**src/rtl/ctl_pkg.sv**
```systemverilog
package ctl_pkg;
  localparam int OPW  = 6;
  localparam int FNW  = 6;
  localparam int ALUW = 3;

  localparam logic [OPW-1:0] OP_RTYPE = 6'd0;
  localparam logic [OPW-1:0] OP_J     = 6'd2;
  localparam logic [OPW-1:0] OP_JAL   = 6'd3;
  localparam logic [OPW-1:0] OP_BEQ   = 6'd4;
  localparam logic [OPW-1:0] OP_ADDI  = 6'd8;
  localparam logic [OPW-1:0] OP_SLTI  = 6'd10;
  localparam logic [OPW-1:0] OP_ANDI  = 6'd12;
  localparam logic [OPW-1:0] OP_ORI   = 6'd13;
  localparam logic [OPW-1:0] OP_LW    = 6'd35;
  localparam logic [OPW-1:0] OP_SW    = 6'd43;

  localparam logic [FNW-1:0] FN_JR  = 6'b001000;
  localparam logic [FNW-1:0] FN_ADD = 6'b100000;
  localparam logic [FNW-1:0] FN_SUB = 6'b100010;
  localparam logic [FNW-1:0] FN_AND = 6'b100100;
  localparam logic [FNW-1:0] FN_OR  = 6'b100101;
  localparam logic [FNW-1:0] FN_SLT = 6'b101010;

  localparam logic [ALUW-1:0] ALU_AND = 3'b000;
  localparam logic [ALUW-1:0] ALU_OR  = 3'b001;
  localparam logic [ALUW-1:0] ALU_ADD = 3'b010;
  localparam logic [ALUW-1:0] ALU_SUB = 3'b110;
  localparam logic [ALUW-1:0] ALU_SLT = 3'b111;

  typedef enum logic [1:0] {DST_RT = 2'd0, DST_RD = 2'd1, DST_LINK = 2'd2} dst_e;
  typedef enum logic [1:0] {WB_ALU = 2'd0, WB_MEM = 2'd1, WB_PC = 2'd2} wb_e;
  typedef enum logic [1:0] {PC_SEQ = 2'd0, PC_BR = 2'd1, PC_JMP = 2'd2, PC_REG = 2'd3} pc_e;
  typedef enum logic [1:0] {CL_MEM = 2'd0, CL_BR = 2'd1, CL_FN = 2'd2, CL_JMP = 2'd3} cls_e;

  typedef struct packed {
    dst_e  dst;
    logic  src_imm;
    logic  mrd;
    logic  mwr;
    logic  rwr;
    wb_e   wb;
    pc_e   pc;
    cls_e  cls;
  } ctl_t;
endpackage

```
**src/rtl/ctl_main_dec.sv**
```systemverilog
module ctl_main_dec
  import ctl_pkg::*;
(
  input  logic [OPW-1:0] op_i,
  input  logic [FNW-1:0] fn_i,
  output ctl_t           ctl_o,
  output logic [FNW-1:0] fsel_o
);
  always_comb begin
    ctl_o  = '0;
    fsel_o = fn_i;
    case (op_i)
      OP_RTYPE: begin
        ctl_o.cls = CL_FN;
        case (fn_i)
          FN_ADD, FN_SUB, FN_AND, FN_OR, FN_SLT: begin
            ctl_o.dst = DST_RD;
            ctl_o.rwr = 1'b1;
          end
          FN_JR:   ctl_o.pc = PC_REG;
          default: ;
        endcase
      end
      OP_LW: begin
        ctl_o.src_imm = 1'b1;
        ctl_o.mrd     = 1'b1;
        ctl_o.rwr     = 1'b1;
        ctl_o.wb      = WB_MEM;
      end
      OP_SW: begin
        ctl_o.src_imm = 1'b1;
        ctl_o.mwr     = 1'b1;
      end
      OP_BEQ: begin
        ctl_o.cls = CL_BR;
        ctl_o.pc  = PC_BR;
      end
      OP_J: begin
        ctl_o.cls = CL_JMP;
        ctl_o.pc  = PC_JMP;
      end
      OP_JAL: begin
        ctl_o.cls = CL_JMP;
        ctl_o.pc  = PC_JMP;
        ctl_o.rwr = 1'b1;
        ctl_o.dst = DST_LINK;
        ctl_o.wb  = WB_PC;
      end
      OP_ADDI, OP_SLTI, OP_ANDI, OP_ORI: begin
        ctl_o.cls     = CL_FN;
        ctl_o.src_imm = 1'b1;
        ctl_o.rwr     = 1'b1;
        case (op_i)
          OP_SLTI: fsel_o = FN_SLT;
          OP_ANDI: fsel_o = FN_AND;
          OP_ORI:  fsel_o = FN_OR;
          default: fsel_o = FN_ADD;
        endcase
      end
      default: ;
    endcase
  end
endmodule

```
**src/rtl/ctl_alu_dec.sv**
```systemverilog
module ctl_alu_dec
  import ctl_pkg::*;
(
  input  cls_e            cls_i,
  input  logic [FNW-1:0]  fsel_i,
  output logic [ALUW-1:0] op_o
);
  always_comb begin
    case (cls_i)
      CL_BR: op_o = ALU_SUB;
      CL_FN: begin
        case (fsel_i)
          FN_SUB:  op_o = ALU_SUB;
          FN_AND:  op_o = ALU_AND;
          FN_OR:   op_o = ALU_OR;
          FN_SLT:  op_o = ALU_SLT;
          default: op_o = ALU_ADD;
        endcase
      end
      default: op_o = ALU_ADD;
    endcase
  end
endmodule

```
**src/rtl/ctl_decode.sv**
```systemverilog
module ctl_decode
  import ctl_pkg::*;
(
  input  logic        clk,
  input  logic        rst,
  input  logic [5:0]  opcode,
  input  logic [5:0]  funct,
  output logic [1:0]  reg_dst,
  output logic        alu_src,
  output logic        mem_rd,
  output logic        mem_wr,
  output logic        reg_wr,
  output logic [1:0]  wb_sel,
  output logic [1:0]  pc_sel,
  output logic [1:0]  alu_class,
  output logic [2:0]  alu_op
);
  ctl_t            ctl_n, ctl_q;
  logic [FNW-1:0]  fsel;
  logic [ALUW-1:0] op_n, op_q;

  ctl_main_dec u_main (.op_i(opcode), .fn_i(funct), .ctl_o(ctl_n), .fsel_o(fsel));
  ctl_alu_dec  u_alu  (.cls_i(ctl_n.cls), .fsel_i(fsel), .op_o(op_n));

  always_ff @(posedge clk) begin
    if (rst) begin
      ctl_q <= '0;
      op_q  <= '0;
    end else begin
      ctl_q <= ctl_n;
      op_q  <= op_n;
    end
  end

  assign reg_dst   = ctl_q.dst;
  assign alu_src   = ctl_q.src_imm;
  assign mem_rd    = ctl_q.mrd;
  assign mem_wr    = ctl_q.mwr;
  assign reg_wr    = ctl_q.rwr;
  assign wb_sel    = ctl_q.wb;
  assign pc_sel    = ctl_q.pc;
  assign alu_class = ctl_q.cls;
  assign alu_op    = op_q;

  assert_reset_clear_R1: assert property (@(posedge clk)
    rst |=> (reg_wr == 1'b0 && mem_wr == 1'b0 && pc_sel == 2'd0 && alu_op == 3'd0));

  assert_mem_excl_R11: assert property (@(posedge clk) disable iff (rst)
    !(mem_rd && mem_wr) && !(reg_wr && mem_wr));

  assert_branch_sub_R6: assert property (@(posedge clk) disable iff (rst)
    (opcode == OP_BEQ) |=> (alu_class == 2'd1 && alu_op == ALU_SUB && !reg_wr && !mem_wr));

  assert_link_R7: assert property (@(posedge clk) disable iff (rst)
    (opcode == OP_JAL) |=> (reg_dst == 2'd2 && wb_sel == 2'd2 && reg_wr && pc_sel == 2'd2));

  assert_jr_nowrite_R8: assert property (@(posedge clk) disable iff (rst)
    (opcode == OP_RTYPE && funct == FN_JR) |=> (pc_sel == 2'd3 && !reg_wr));

  assert_load_add_R4: assert property (@(posedge clk) disable iff (rst)
    (opcode == OP_LW) |=> (alu_op == ALU_ADD && mem_rd && wb_sel == 2'd1));

  assert_unknown_idle_R10: assert property (@(posedge clk) disable iff (rst)
    (opcode == 6'd63) |=> (!reg_wr && !mem_wr && !mem_rd && pc_sel == 2'd0));
endmodule

```
**config.mk**
```make
export PLATFORM = sky130hd
export DESIGN_NAME = ctl_decode
export DESIGN_NICKNAME = d
export VERILOG_FILES = /design/src/rtl/ctl_pkg.sv /design/src/rtl/ctl_main_dec.sv /design/src/rtl/ctl_alu_dec.sv /design/src/rtl/ctl_decode.sv
export SDC_FILE = /design/constraint.sdc
export NUM_CORES = 1
export LEC_CHECK = 0
export BUFFER_PORTS_ARGS = -buffer_cell sky130_fd_sc_hd__buf_4
export CAP_MARGIN = 40
export CORE_ASPECT_RATIO = 0.9
export CORE_MARGIN = 2
export CORE_UTILIZATION = 42
export DETAILED_ROUTE_END_ITERATION = 8
export GPL_ROUTABILITY_DRIVEN = 0
export MAX_ROUTING_LAYER = met4
export PLACE_DENSITY = 0.69
export SLEW_MARGIN = 0
export SYNTH_ARGS = -nofsm -noshare
export SYNTH_HDL_FRONTEND = slang
export SYNTH_SLANG_ARGS = --single-unit
export TNS_END_PERCENT = 30
```
**constraint.sdc**
```tcl
create_clock -name clk -period 1.7 [get_ports clk]
set_clock_uncertainty 0.15 [all_clocks]
set_input_delay 0.17 -clock clk [delete_from_list [all_inputs] [get_ports clk]]
set_output_delay 0.17 -clock clk [all_outputs]
set_load 0.1 [all_outputs]
```
# Word level (Yosys, flattened, before mapping)
# Cells that the tools add are included.
# totals
regBits	15
out_inout_bits	15
wordCells	52
# classes
n_eq_ne	21
n_mux	15
reduce_logical	7
# ops
operator	count
6-bit == test, second input constant	11
6-bit by 4-bit == test with 1-bit output, second input constant	5
6-bit by 2-bit == test with 1-bit output, second input constant	2
2-bit case mux with 3 select lines	2
3-bit case mux with 4 select lines	1
4-bit case mux with 3 select lines	1
6-bit OR reduction	2
5-bit OR reduction	2
2-bit case mux with 2 select lines	2
6-bit by 3-bit == test with 1-bit output, second input constant	1
6-bit logical NOT	1
6-bit 2-to-1 mux	1
3-bit case mux with 2 select lines	1
1-bit 2-to-1 mux	5
4-bit OR reduction	1
2-bit by 1-bit == test with 1-bit output, second input constant	1
2-bit == test, second input constant	1
2-bit 2-to-1 mux	1
1-bit case mux with 2 select lines	1
2-bit OR reduction	1

# Logic depth before layout (Yosys ltp)
# Gate-level depths: netlist of the first run.
# depth
word_depth	6
ltp_mapped	9

# By module
# A second synthesis of the first run with hierarchy kept.
# unflattened
cells_unflattened	105
area_unflattened_um2	922.1
# modules_own_cells
mod	instances	cells_each	area_per_inst_um2	seq_area_each_um2
ctl_decode	1	31	432.9	300.3
ctl_main_dec	1	59	370.4	0.0
ctl_alu_dec	1	15	118.9	0.0

# Least setup slack after synthesis of the first run
# No wires, ideal clock.
# synth_path
path_type	input to register
start	input port opcode[0]
end	register op_q[0], in the netlist alu_op[0]
setup_time_ps	88
t_arrival_ps	1613
required_time_ps	1462
setup_slack_ps	-151
cell_stages	8
n_path_buf	1
path_cell_list	clkbuf_1 -> a21oi_1 -> o21ai_0 -> inv_1 -> ha_1 -> nor2_1 -> nand2_1 -> o32ai_2
# synth_lines
item	line	text
start: declaration	ctl_decode.sv:6	input logic [5:0] opcode,
end signal: assignment	ctl_decode.sv:31	op_q <= op_n;
end: declaration	ctl_decode.sv:20	logic [ALUW-1:0] op_n, op_q;

# Final worst setup path of the first run
# layout_path
start	input port funct[2]
end	register ctl_q (netlist bit pc_sel[0])
# layout_between
elab_chain_len	3
# layout_rtl
item	line	text
start: declaration	ctl_decode.sv:7	input logic [5:0] funct,
6-bit by 4-bit == test with 1-bit output	ctl_main_dec.sv:15	case (fn_i)
2-bit 2-to-1 mux	ctl_main_dec.sv:15	
2-bit case mux with 3 select lines	ctl_main_dec.sv:12	case (op_i)
end signal: assignment	ctl_decode.sv:30	ctl_q <= ctl_n;
end: declaration	ctl_decode.sv:18	ctl_t ctl_n, ctl_q;
# No other way between the ends.
# A chain may end at the register's enable or synchronous reset.

==> results_dict.tcl, run 1 <==
set metrics [dict create \
    wl_mm 1.89 \
    grt_max_degree 10 \
    post-route-period-util 0.937 \
    area_growth_pct 49.5 \
    cts-root-buf "clkbuf_4" \
    avgViaCountPerCell 5.30 \
    ios 29 \
    ant_nets 0 \
    synthCells 89 \
    cts_sinks 14 \
    cp.required_ps 1770 \
    nets 151 \
    setup_tns_ps 0 \
    crit_chain "dlygate4sd3_1 > buf_4 > or4_1 > nor3_1 > o2111a_1" \
    drv_cap 0 \
    report.final.slew_viol_count 0 \
    synth_nets 105 \
    crit_path_start_kind "primary input" \
    cp_max_fo 6 \
    hpwl_mm 1.55 \
    die-area_um2 2210 \
    final_common_cell "buf_4" \
    numCtsBuffers 3 \
    hold_viol 0 \
    async_reset_ff_frac 0 \
    dr.pass1.iters 4 \
    initial_core_util 0.458 \
    drtIter0Drc 19 \
    cts_setup_buffers 0 \
    ys_top_cells_by_area "dfxtp_1, a21oi_1, nor2_1" \
    vias 832 \
    worst_ep_arrival_time_ps 1660 \
    die_w_um 49.4 \
    routedWlPerCell_um 12.0 \
    yosys.area.top_type "dfxtp_1" \
    synth_top_area_frac 0.360 \
    die_h_um 44.8 \
    coreArea_um2 1700 \
    syn-cell-area_um2 778 \
    synth_edf_count 0 \
    most-common-layout-cells "buf_4, dfxtp_1, nor2_1" \
    worstSetupEndpointType "flip-flop" \
    critPathSlowestCell "dlygate4sd3_1" \
    cpPeakStageDelay_ps 540 \
    antenna_cells 0 \
    final_util 0.685 \
    drive_gt1_frac 0.414 \
    path_class "in -> reg" \
    synth_area_per_cell_um2 8.74 \
    ir_drop_v 0.000359 \
    fill_cells 137 \
    hp-class "in -> reg" \
    pwr_density_cell_nw_per_um2 604 \
    power_mw 0.703 \
    fmax_mhz 628 \
    status "complete, no violations" \
    cts_hold_buf 3 \
    grt_pass1_wl_mm 3.17 \
    seq_area_frac_synth 0.360 \
    ys_ff_latch 14 \
    yosys_warnings 0 \
    route.detailed.drc 0 \
    clkTransAtPathRegs_ps 80 \
    htree_levels 1 \
    antenna_found_initial 0 \
    grt_use_total 0.187 \
    leakagePower_nw 0.536 \
    portBuffers 28 \
    ys_types 35 \
    rsz0062_at_grt "false" \
    cts_buffer_depth 2 \
    worstMarginPinSlew_ps 385 \
    overflow 0 \
    cts_resized 0 \
    yosys_most_used_dff "dfxtp_1" \
    cts_tree "yes" \
    period_needed_ps 1590 \
    slew_headroom 0.743 \
    setup_viol 0 \
    std_cell_rows 14 \
    grt_pass1_vias 717 \
]
[per-stage QoR]
step	worst slack [ps]	hold WS (ps)	cell area (µm²)	std cells
after floorplan	4.33	119	787	89
after global placement	-42.2	262	1110	151
after detailed placement	-121	262	1110	151
after CTS	105	34.4	1160	157
after global routing	41.5	34.9	1160	157
final	107	35.6	1160	157
[synthesized netlist by cell type, types with 2 or more instances]
cell / count
nor3_1: 3
o21ai_1: 2
buf_4: 2
o22ai_1: 2
nand2b_1: 4
clkbuf_1: 3
nor2_1: 8
o21ai_0: 3
a21oi_1: 6
inv_1: 6
or3b_1: 2
nor3b_1: 3
and3_1: 3
ha_1: 2
nand2_1: 6
nor4_1: 2
dfxtp_1: 14
[routing by layer]
| layer | up-vias | share of wire | global-route usage |
|---|---|---|---|
| met1 | 386 | 0.47 | 0.256 |
| met5 | - | 0 | - |
| met4 | 0 | 0.0074 | 0.0667 |
| li1 | 413 | - | - |
| met3 | 2 | 0.057 | 0.0166 |
| met2 | 31 | 0.47 | 0.292 |
[critical path: cells and delay by family]
family / cells / cell delay [ps]
and+or+nand+nor: 2 / 600
AOI/OAI and AO/OA: 1 / 200
buffers and inverters: 2 / 700
[worst paths after layout]
kind	start	to	slack [ps]	cells past startpoint
max	funct[2]	pc_sel[0]$_SDFF_PP0_	110	5
min	funct[5]	reg_dst[0]$_SDFF_PP0_	40	3
[report_power, final]
part,internal [mW],total [mW],switching (mW)
logic,0.0778,0.191,0.113
registers,0.333,0.335,0.00144
clock network,0.0817,0.178,0.0962
[state kept, by name, indices dropped and copies added, names as in the netlist]
name and cells:
alu_class 2, alu_op 3, alu_src 1, mem_wr 1, pc_sel 2, reg_dst 2
reg_wr 1, wb_sel 2
[cell families (layout without fill, tap and decap cells)]
family | Yosys count | in the layout | synth area share
DFF | 14 | 14 | 0.360
buffers and inverters | 11 | 55 | 0.0627
AOI/OAI and AO/OA | 24 | 24 | 0.230
and+or+nand+nor | 38 | 38 | 0.315
adders and majority gates | 2 | 2 | 0.0321
[layout make-up]
type	count	area (µm²)	share of cell area
multi-input cells	64	455	0.391
repair buffers	46	353	0.303
flip-flops and latches	14	280	0.241
well taps	24	30.0	0.0258
clock buffers	3	22.5	0.0194
inverters	6	22.5	0.0194
Power figures use the tool's default switching activity.
==> run 2, diff against run 1 <==
--- a/config.mk
+++ b/config.mk
@@ -8,14 +8,15 @@
 export BUFFER_PORTS_ARGS = -buffer_cell sky130_fd_sc_hd__buf_4
 export CAP_MARGIN = 40
 export CORE_ASPECT_RATIO = 0.9
-export CORE_MARGIN = 2
-export CORE_UTILIZATION = 42
+export CORE_MARGIN = 10
+export CORE_UTILIZATION = 43
 export DETAILED_ROUTE_END_ITERATION = 8
 export GPL_ROUTABILITY_DRIVEN = 0
 export MAX_ROUTING_LAYER = met4
-export PLACE_DENSITY = 0.69
+export PLACE_DENSITY = 0.68
 export SLEW_MARGIN = 0
 export SYNTH_ARGS = -nofsm -noshare
 export SYNTH_HDL_FRONTEND = slang
+export SYNTH_HIERARCHICAL = 1
 export SYNTH_SLANG_ARGS = --single-unit
 export TNS_END_PERCENT = 30
==> results_dict.tcl, run 2 <==
set metrics [dict create \
    die-area_um2 4400 \
    switching_share 0.296 \
    clkTransAtPathRegs_ps 80 \
    rsz0062_at_grt "false" \
    placed_cells 177 \
    grt_pass1_vias 904 \
    clkPwrFrac 0.244 \
    synth_top_area_frac 0.326 \
    fill_cells 175 \
    cts_buffer_depth 2 \
    fmax_mhz 614 \
    ant_nets 0 \
    antenna_found_initial 0 \
    overflow 0 \
    antenna_cells 0 \
    grt_pass1_wl_mm 3.82 \
    crit_path_start_kind "primary input" \
    cpPeakStageDelay_ps 210 \
    coreArea_um2 1970 \
    place_ws_ps -158 \
    cp.required_ps 1770 \
    cts-root-buf "clkbuf_4" \
    slew_headroom 0.766 \
    worst_ep_arrival_time_ps 1700 \
    area_growth_pct 50.9 \
    drtIter0Drc 20 \
    synth_nets 121 \
    yosysMostFrequentCell "dfxtp_1" \
    syn-cell-area_um2 922 \
    routedWlPerCell_um 13.4 \
    worstSetupEndpointType "flip-flop" \
    std_cell_rows 15 \
    placed_area_um2 1360 \
    grt_max_degree 16 \
    synth_area_per_cell_um2 8.78 \
    comb_power_share 0.300 \
    route.detailed.drc 0 \
    crit_chain "buf_4 > nand2b_4 > a21o_1 > a211oi_2 > buf_4 > ha_4 > nand4bb_1 > a21oi_1 > nor2b_2" \
    status "complete, no violations" \
    hpwl_mm 2.04 \
    critPathSlowestCell "a211oi_2" \
    seq_power_share 0.457 \
    cpMostUsedCell "buf_4" \
    portBuffers 28 \
    async_reset_ff_frac 0 \
    wl_mm 2.42 \
    hp-class "in -> reg" \
    ys_types 41 \
    worstMarginPinSlew_ps 348 \
    p_int_mw 0.552 \
    yosys_most_used_dff "dfxtp_1" \
    die_w_um 68.8 \
    yosys.area.top_type "dfxtp_1" \
    ir_drop_v 0.000397 \
    path_class "in -> reg" \
    period_needed_ps 1630 \
    setup_ws_ps 72.6 \
    avgViaCountPerCell 5.12 \
    whs_path_depth 2 \
    cts_tree "yes" \
    post-route-period-util 0.957 \
    cp_max_fo 7 \
    fin_cells 181 \
    vias 927 \
    htree_levels 1 \
    synthCells 105 \
    drive_gt1_frac 0.500 \
    hold_viol 0 \
    dr.pass1.iters 4 \
    setup_tns_ps 0 \
    setup_viol 0 \
    finalInstanceArea_um2 1390 \
    grt_use_total 0.111 \
    ios 29 \
    most-common-layout-cells "buf_4, dfxtp_1, nor2b_2" \
    die_h_um 63.9 \
    hold-worst-slack_ps 27.7 \
    cts_sinks 15 \
    ys_ff_latch 15 \
    nets 173 \
    initial_core_util 0.468 \
    final_common_cell "buf_4" \
    pwr_density_cell_nw_per_um2 563 \
    ys_top_cells_by_area "dfxtp_1, nor2b_2, nand4b_1" \
    report.final.slew_viol_count 0 \
    seq_area_frac_synth 0.326 \
    numCtsBuffers 3 \
    yosys_warnings 6 \
    synth.top_cells.by_count "dfxtp_1, nor2b_2, nor2_1" \
    p_switching_mw 0.232 \
    leakagePower_nw 0.613 \
    largest_register_ffs 3 \
    drv_cap 0 \
    synth_edf_count 0 \
]
==> run 2: changes by cell type after synthesis, moves of 3 or more <==
cell / previous run / this run
a21oi_1: 6 / 3
and3_1: 3 / 0
nor2b_1: 1 / 5
and2b_2: 0 / 3
nand4b_1: 1 / 4
nor2b_2: 0 / 7
==> run 2: power by group through the flow <==
stage               registers [mW]  logic [mW]  clock network, mW
floorplan                    0.406      0.0964                  0
global placement             0.366       0.228                  0
detailed placement           0.366       0.232                  0
CTS                          0.358       0.233              0.196
global route                 0.358       0.251              0.212
finish                       0.358       0.235              0.191
==> run 2: kinds of logic after synthesis <==
kind of cell	synth area share
flip-flops	0.326
buffers and inverters	0.0651
AO/OA/AOI/OAI	0.118
multiplexers	0.0217
AND/OR/NAND/NOR	0.442
adder cells (fa/ha/maj)	0.0271
==> run 2: layout make-up <==
class	count	area, µm²	share of cell area
clock buffers	3	22.5	0.0162
inverters	5	18.8	0.0135
multi-input cells	79	616	0.442
well taps	25	31.3	0.0225
repair buffers	53	398	0.286
clock inverters	1	5.00	0.00360
flip-flops and latches	15	300	0.216
==> run 2: repair_timing <==
action / CTS / global route
setup buffers: 0 / 0
hold endpoints to repair: 0 / 0
endpoints found under the setup margin: 0 / 1
hold buffers: 0 / 0
gates resized for setup: 0 / 1
==> run 2: routing by layer <==
layer,vias up,global-route usage,wire [µm]
li1,482,-,-
met1,417,0.125,1080
met2,26,0.183,1160
met3,2,0.0139,151
met4,0,0.0591,34
met5,-,-,0
==> run 2: through the flow <==
stage / power [mW] / utilization
finish: 0.784 / 0.706
CTS: 0.787 / 0.703
floorplan: 0.502 / -
global route: 0.822 / 0.706
global placement: 0.593 / 0.689
detailed placement: 0.598 / 0.689
==> run 2: final timing paths <==
path	to	from	slack [ps]
min	reg_wr$_SDFF_PP0_	rst	30
max	alu_op[0]$_SDFF_PP0_	opcode[3]	70
==> run 2: worst max-delay path, delay by kind of cell <==
kind | cells | cell delay, ps
and+or+nand+nor | 3 | 490
buffers and inverters | 2 | 290
adders and majority gates | 1 | 210
AOI/OAI and AO/OA | 3 | 540
